### config.mk
export PLATFORM = sky130hd
export DESIGN_NAME = ublk_relay
export DESIGN_NICKNAME = d
export VERILOG_FILES = /design/src/rtl/ublk_pkg.sv /design/src/rtl/ublk_rx_fill.sv /design/src/rtl/ublk_mid_store.sv /design/src/rtl/ublk_tx_drain.sv /design/src/rtl/ublk_relay.sv
export SDC_FILE = /design/constraint.sdc
export NUM_CORES = 2
export LEC_CHECK = 0
export BUFFER_PORTS_ARGS = -buffer_cell sky130_fd_sc_hd__buf_2
export CAP_MARGIN = 20
export CORE_MARGIN = 1.5
export CORE_UTILIZATION = 60
export DETAILED_ROUTE_END_ITERATION = 8
export HOLD_SLACK_MARGIN = 0.02
export PLACE_DENSITY = 0.76
export SYNTH_ARGS = -nofsm -noshare
export SYNTH_HDL_FRONTEND = slang
export SYNTH_HIERARCHICAL = 1
export SYNTH_SLANG_ARGS = --single-unit
### constraint.sdc
create_clock -name clk -period 3.1 [get_ports clk]
set_clock_uncertainty 0.15 [all_clocks]
set_input_delay 0.465 -clock clk [delete_from_list [all_inputs] [get_ports clk]]
set_output_delay 0.465 -clock clk [all_outputs]
set_load 0.01 [all_outputs]
### src/rtl/ublk_pkg.sv
package ublk_pkg;

  // Host byte view: the earliest block bit sits in data bit 7.
  function automatic logic [7:0] lane_swap(input logic [7:0] v);
    logic [7:0] r;
    for (int i = 0; i < 8; i++) r[i] = v[7-i];
    return r;
  endfunction

endpackage

### src/rtl/ublk_rx_fill.sv
module ublk_rx_fill #(
  parameter int BITS = 384,
  parameter int IW   = $clog2(BITS + 1)
) (
  input  logic            clk,
  input  logic            rst_n,
  input  logic            bit_en,
  input  logic            bit_in,
  input  logic            blk_start,
  output logic [BITS-1:0] fill_q,
  output logic [IW-1:0]   idx_q,
  output logic            adv
);
  logic room;

  assign adv  = bit_en & blk_start;
  assign room = idx_q < IW'(BITS);

  always_ff @(posedge clk) begin
    if (!rst_n) begin
      fill_q <= '0;
      idx_q  <= IW'(BITS);          // idle until first block start
    end else if (adv) begin
      fill_q <= {{(BITS-1){1'b0}}, bit_in};
      idx_q  <= IW'(1);
    end else if (bit_en && room) begin
      fill_q[idx_q] <= bit_in;
      idx_q         <= idx_q + IW'(1);
    end
  end
endmodule

### src/rtl/ublk_mid_store.sv
module ublk_mid_store
  import ublk_pkg::*;
#(
  parameter int BITS  = 384,
  parameter int BYTES = BITS / 8,
  parameter int AW    = $clog2(BYTES)
) (
  input  logic            clk,
  input  logic            rst_n,
  input  logic            adv,
  input  logic [BITS-1:0] fill_q,
  input  logic            host_sel,
  input  logic            host_wr,
  input  logic [AW-1:0]   host_addr,
  input  logic [7:0]      host_wdata,
  output logic [BITS-1:0] mid_q,
  output logic [7:0]      host_rdata,
  output logic            wr_fire,
  output logic            rd_fire
);
  logic       in_range;
  logic       acc_ok;
  logic [7:0] rd_view [BYTES];

  assign in_range = {1'b0, host_addr} < (AW+1)'(BYTES);
  assign acc_ok   = host_sel & ~adv;
  assign wr_fire  = acc_ok & host_wr & in_range;
  assign rd_fire  = acc_ok & ~host_wr;

  for (genvar n = 0; n < BYTES; n++) begin : g_view
    assign rd_view[n] = lane_swap(mid_q[8*n +: 8]);
  end

  always_ff @(posedge clk) begin
    if (!rst_n) begin
      mid_q <= '0;
    end else if (adv) begin
      mid_q <= fill_q;
    end else if (wr_fire) begin
      for (int n = 0; n < BYTES; n++)
        if (host_addr == AW'(n)) mid_q[8*n +: 8] <= lane_swap(host_wdata);
    end
  end

  always_ff @(posedge clk) begin
    if (!rst_n)       host_rdata <= '0;
    else if (rd_fire) host_rdata <= in_range ? rd_view[host_addr] : 8'h00;
  end
endmodule

### src/rtl/ublk_tx_drain.sv
module ublk_tx_drain #(
  parameter int BITS = 384,
  parameter int IW   = $clog2(BITS + 1)
) (
  input  logic            clk,
  input  logic            rst_n,
  input  logic            adv,
  input  logic [BITS-1:0] mid_q,
  input  logic            bit_req,
  input  logic            blk_start,
  output logic            tx_bit,
  output logic            past_end
);
  logic [BITS-1:0] out_q;
  logic [IW-1:0]   idx_q;

  assign past_end = idx_q >= IW'(BITS);

  always_ff @(posedge clk) begin
    if (!rst_n)   out_q <= '0;
    else if (adv) out_q <= mid_q;
  end

  always_ff @(posedge clk) begin
    if (!rst_n) begin
      idx_q  <= IW'(BITS);
      tx_bit <= 1'b0;
    end else if (bit_req) begin
      if (blk_start) begin
        tx_bit <= out_q[0];
        idx_q  <= IW'(1);
      end else if (!past_end) begin
        tx_bit <= out_q[idx_q];
        idx_q  <= idx_q + IW'(1);
      end else begin
        tx_bit <= 1'b0;
      end
    end
  end
endmodule

### src/rtl/ublk_relay.sv
module ublk_relay #(
  parameter int FRAMES    = 192,
  parameter int SUBFRAMES = 2,
  localparam int BITS     = FRAMES * SUBFRAMES,
  localparam int BYTES    = BITS / 8,
  localparam int AW       = $clog2(BYTES),
  localparam int IW       = $clog2(BITS + 1)
) (
  input  logic          clk,
  input  logic          rst_n,
  input  logic          rx_bit_en,
  input  logic          rx_bit,
  input  logic          rx_blk_start,
  input  logic          tx_bit_req,
  input  logic          tx_blk_start,
  output logic          tx_bit,
  input  logic          host_sel,
  input  logic          host_wr,
  input  logic [AW-1:0] host_addr,
  input  logic [7:0]    host_wdata,
  output logic [7:0]    host_rdata,
  output logic          host_busy
);
  // Named internal events, used by the bound checker.
  logic            blk_adv;
  logic            host_wr_fire;
  logic            host_rd_fire;
  logic            tx_past_end;
  logic [IW-1:0]   rx_idx;
  logic [BITS-1:0] fill_q;
  logic [BITS-1:0] mid_q;

  ublk_rx_fill #(.BITS(BITS), .IW(IW)) u_fill (
    .clk(clk), .rst_n(rst_n), .bit_en(rx_bit_en), .bit_in(rx_bit),
    .blk_start(rx_blk_start), .fill_q(fill_q), .idx_q(rx_idx), .adv(blk_adv)
  );

  ublk_mid_store #(.BITS(BITS), .BYTES(BYTES), .AW(AW)) u_mid (
    .clk(clk), .rst_n(rst_n), .adv(blk_adv), .fill_q(fill_q),
    .host_sel(host_sel), .host_wr(host_wr), .host_addr(host_addr),
    .host_wdata(host_wdata), .mid_q(mid_q), .host_rdata(host_rdata),
    .wr_fire(host_wr_fire), .rd_fire(host_rd_fire)
  );

  ublk_tx_drain #(.BITS(BITS), .IW(IW)) u_drain (
    .clk(clk), .rst_n(rst_n), .adv(blk_adv), .mid_q(mid_q),
    .bit_req(tx_bit_req), .blk_start(tx_blk_start),
    .tx_bit(tx_bit), .past_end(tx_past_end)
  );

  assign host_busy = blk_adv;
endmodule

==> flow_summary_export.csv <==
group,metric,value,unit
cts,cts_made_buffers,118,
status,status,"complete, but fails checks",
cts,cts_root_buf,"clkbuf_16",
status,violations,"setup timing",
floorplan,row_count,112,
power_and_ir_drop,leakagePower,26.12,nW
timing,postLayoutSetupSlackWorst,-17.48,ps
finish,nNetsFinal,5472,
place,placement.io_buffers,32,
detailed_routing,dr_total_vias,46391,
finish,instances_no_fill,6808,
power_and_ir_drop,internal_power,0.02553,W
detailed_routing,dr.first_iter.drc_count,6769,
power_and_ir_drop,power_frac_clock,43.8,%
timing,finalSetupViolations,1,
critical_path,endpoint_kind,"register",
detailed_routing,post-route-drc-count,0,
critical_path,start_kind,"register",
run,maxCapViolCount,0,
timing,fmax,0.3208,GHz
timing,rsz0062_at_grt,"no",
critical_path,max_stage_delay,570,ps
grt,grt_max_degree,207,
synth,avgSynthCellArea,10.22,um2
detailed_routing,ant_nets,0,
floorplan,io-pin-count,33,
floorplan,die-area,0.09612,mm2
cts,cts.path.max_buffers,3,
timing,timing.hold.ws,69.89,ps
floorplan,core_area,0.09333,mm2
grt,antenna_found_initial,7,
power_and_ir_drop,ir_drop,0.5221,mV
cts,numClockSinks,1179,
synth,synth_nets,5562,
critical_path,path_class,"register to register",
cts,worstSkewPairLatency,720,ps
critical_path,worstPathRequired,3550,ps
place,place_inst,6572,
critical_path,crit_slowest_cell,"dfxtp_4",
cts,clkTransAtPathRegs,60,ps
place,routabilityCongestion,1.068,
place,place_hpwl,126.0,mm
synth,syn_inst,5534,
timing,tightest_slew,1118,ps
place,pre_cts_slack,37.49,ps
grt,track_usage,39.72,%
detailed_routing,vias_per_cell,6.814,
floorplan,die-height,310.0,um
detailed_routing,dr.pass1.iters,8,
cts,cts_tree,"built",
critical_path,arrival,3570,ps
timing,fin_crit,3117,ps
synth,synthesis.area,0.05656,mm2
grt,grt_pass1_vias,43143,
power_and_ir_drop,p_comb_share,9.2,%
detailed_routing,avgRoutedWirePerCell,28.77,um
power_and_ir_drop,netSwitchingFraction,24.77,%
finish,drive_gt1_share,21.07,%
finish,utilization,67.69,%
power_and_ir_drop,p_sw,0.008403,W
timing,hold_viol_final,0,
grt,grt-ovfl-total,0,
timing,fin_crit_sh,100.6,%
grt,grt_pass1_wl,283.6,mm
critical_path,worstPathCellList,"buf_12 -> mux4_2 -> nand2_1 -> a31oi_1 -> o311ai_1 -> nor3_1 -> nor4b_2 -> a21boi_1",
floorplan,initial_utilization,60.60,%
critical_path,crit_fanout,28,
timing,timing.slew.headroom,25.48,%
cts,htree_num_levels,3,
floorplan,die_x,310.0,um
power_and_ir_drop,p_seq_share,47.0,%
timing,slew_viol_final,0,
cts,cts-resized-gates,0,
hold_path,min_path_type,"input pin to register",
finish,syn2layout_area_growth,11.70,%
detailed_routing,routed_wirelength,195.9,mm
power_and_ir_drop,fin_total_pwr,0.03393,W
power_and_ir_drop,power_per_cell_area,537.0,mW/mm2
synth,yosysWarnings,6,
## sequential cells by signal (all words and copies together) (netlist names)
register,flops
u_fill/fill_q,384
u_drain/tx_bit,1
u_mid/mid_q,384
u_drain/out_q,384
u_mid/host_rdata,8
u_drain/idx_q,9
u_fill/idx_q,9
## metrics by stage
| step | setup TNS (ps) | area, um2 |
|---|---|---|
| floorplan | 0 | 56560 |
| global placement | 0 | 59070 |
| detailed placement | 0 | 59080 |
| CTS | 0 | 63140 |
| global route | 0 | 63150 |
| finish | -17.48 | 63180 |
## critical path: cells and delay by family (launching register included)
| family | cells | cell delay (ps) |
|---|---|---|
| buffers and inverters | 1 | 330 |
| flip-flops | 1 | 570 |
| multiplexers | 1 | 560 |
| AO/OA/AOI/OAI | 3 | 810 |
| AND/OR/NAND/NOR | 3 | 540 |
## timing repair
action,CTS,global route
hold buffers,5,0
endpoints found under the hold margin,57,0
buffers inserted,0,0
## layer usage
| metal | vias to the layer above | GRT usage (%) | wire length, um |
|---|---|---|---|
| met5 | - | 0 | 41 |
| met4 | 6 | 24.74 | 13740 |
| met3 | 764 | 10.90 | 25250 |
| met2 | 3157 | 58.37 | 83120 |
| met1 | 22530 | 51.77 | 73730 |
| li1 | 19934 | - | - |
## layout by cell type (no fill, tap or decap), types with 6 or more instances in the layout
cell type	instances
a21oi_1	397
a22oi_1	39
a31oi_1	12
and2_1	8
and3_1	7
buf_12	61
buf_2	27
buf_4	249
bufinv_16	11
clkbuf_1	30
clkbuf_16	120
clkbuf_8	28
clkinv_2	25
dfxtp_1	1175
diode_2	10
inv_1	6
mux2_1	12
mux2_2	373
mux2i_1	436
mux4_2	181
nand2_1	99
nand2b_1	397
nand3_1	399
nand3b_1	6
nand4_1	18
nor2_1	50
nor2_2	10
nor2b_1	404
nor3_1	14
nor3_4	24
nor4_4	11
o211a_1	385
o21ai_0	388
o22ai_1	9
or3_1	13
xor2_1	6
## worst paths after layout
check	startpoint	endpoint	slack, ps	cells past startpoint
max	u_drain/idx_q[0]	u_drain/tx_bit	-20	8
max reg2reg	u_drain/idx_q[0]	u_drain/tx_bit	-20	8
min	rx_bit_en	u_fill/idx_q[0]	70	4
min reg2reg	u_fill/fill_q[191]	u_fill/fill_q[191]	310	2
## power by group through the flow
stage | sequential, W | clock [W] | combinational, W
6_report | 0.0160 | 0.0149 | 0.00312
3_5_place_dp | 0.0163 | 0 | 0.00299
2_1_floorplan | 0.0161 | 0 | 0.00214
5_1_grt | 0.0160 | 0.0156 | 0.00322
4_1_cts | 0.0159 | 0.0149 | 0.00301
3_3_place_gp | 0.0163 | 0 | 0.00294
## area by class of cell
type                            instances  area [um2]
Multi-Input combinational cell       3792       30600
Fill cell                            7178       30150
Sequential cell                      1179       23610
Clock buffer                          177        3487
Timing Repair Buffer                  346        3331
Tap cell                             1254        1569
Clock inverter                         43       523.0
Inverter                                7       33.78
Antenna cell                           10       25.02
(Power assumes the default switching activity.)
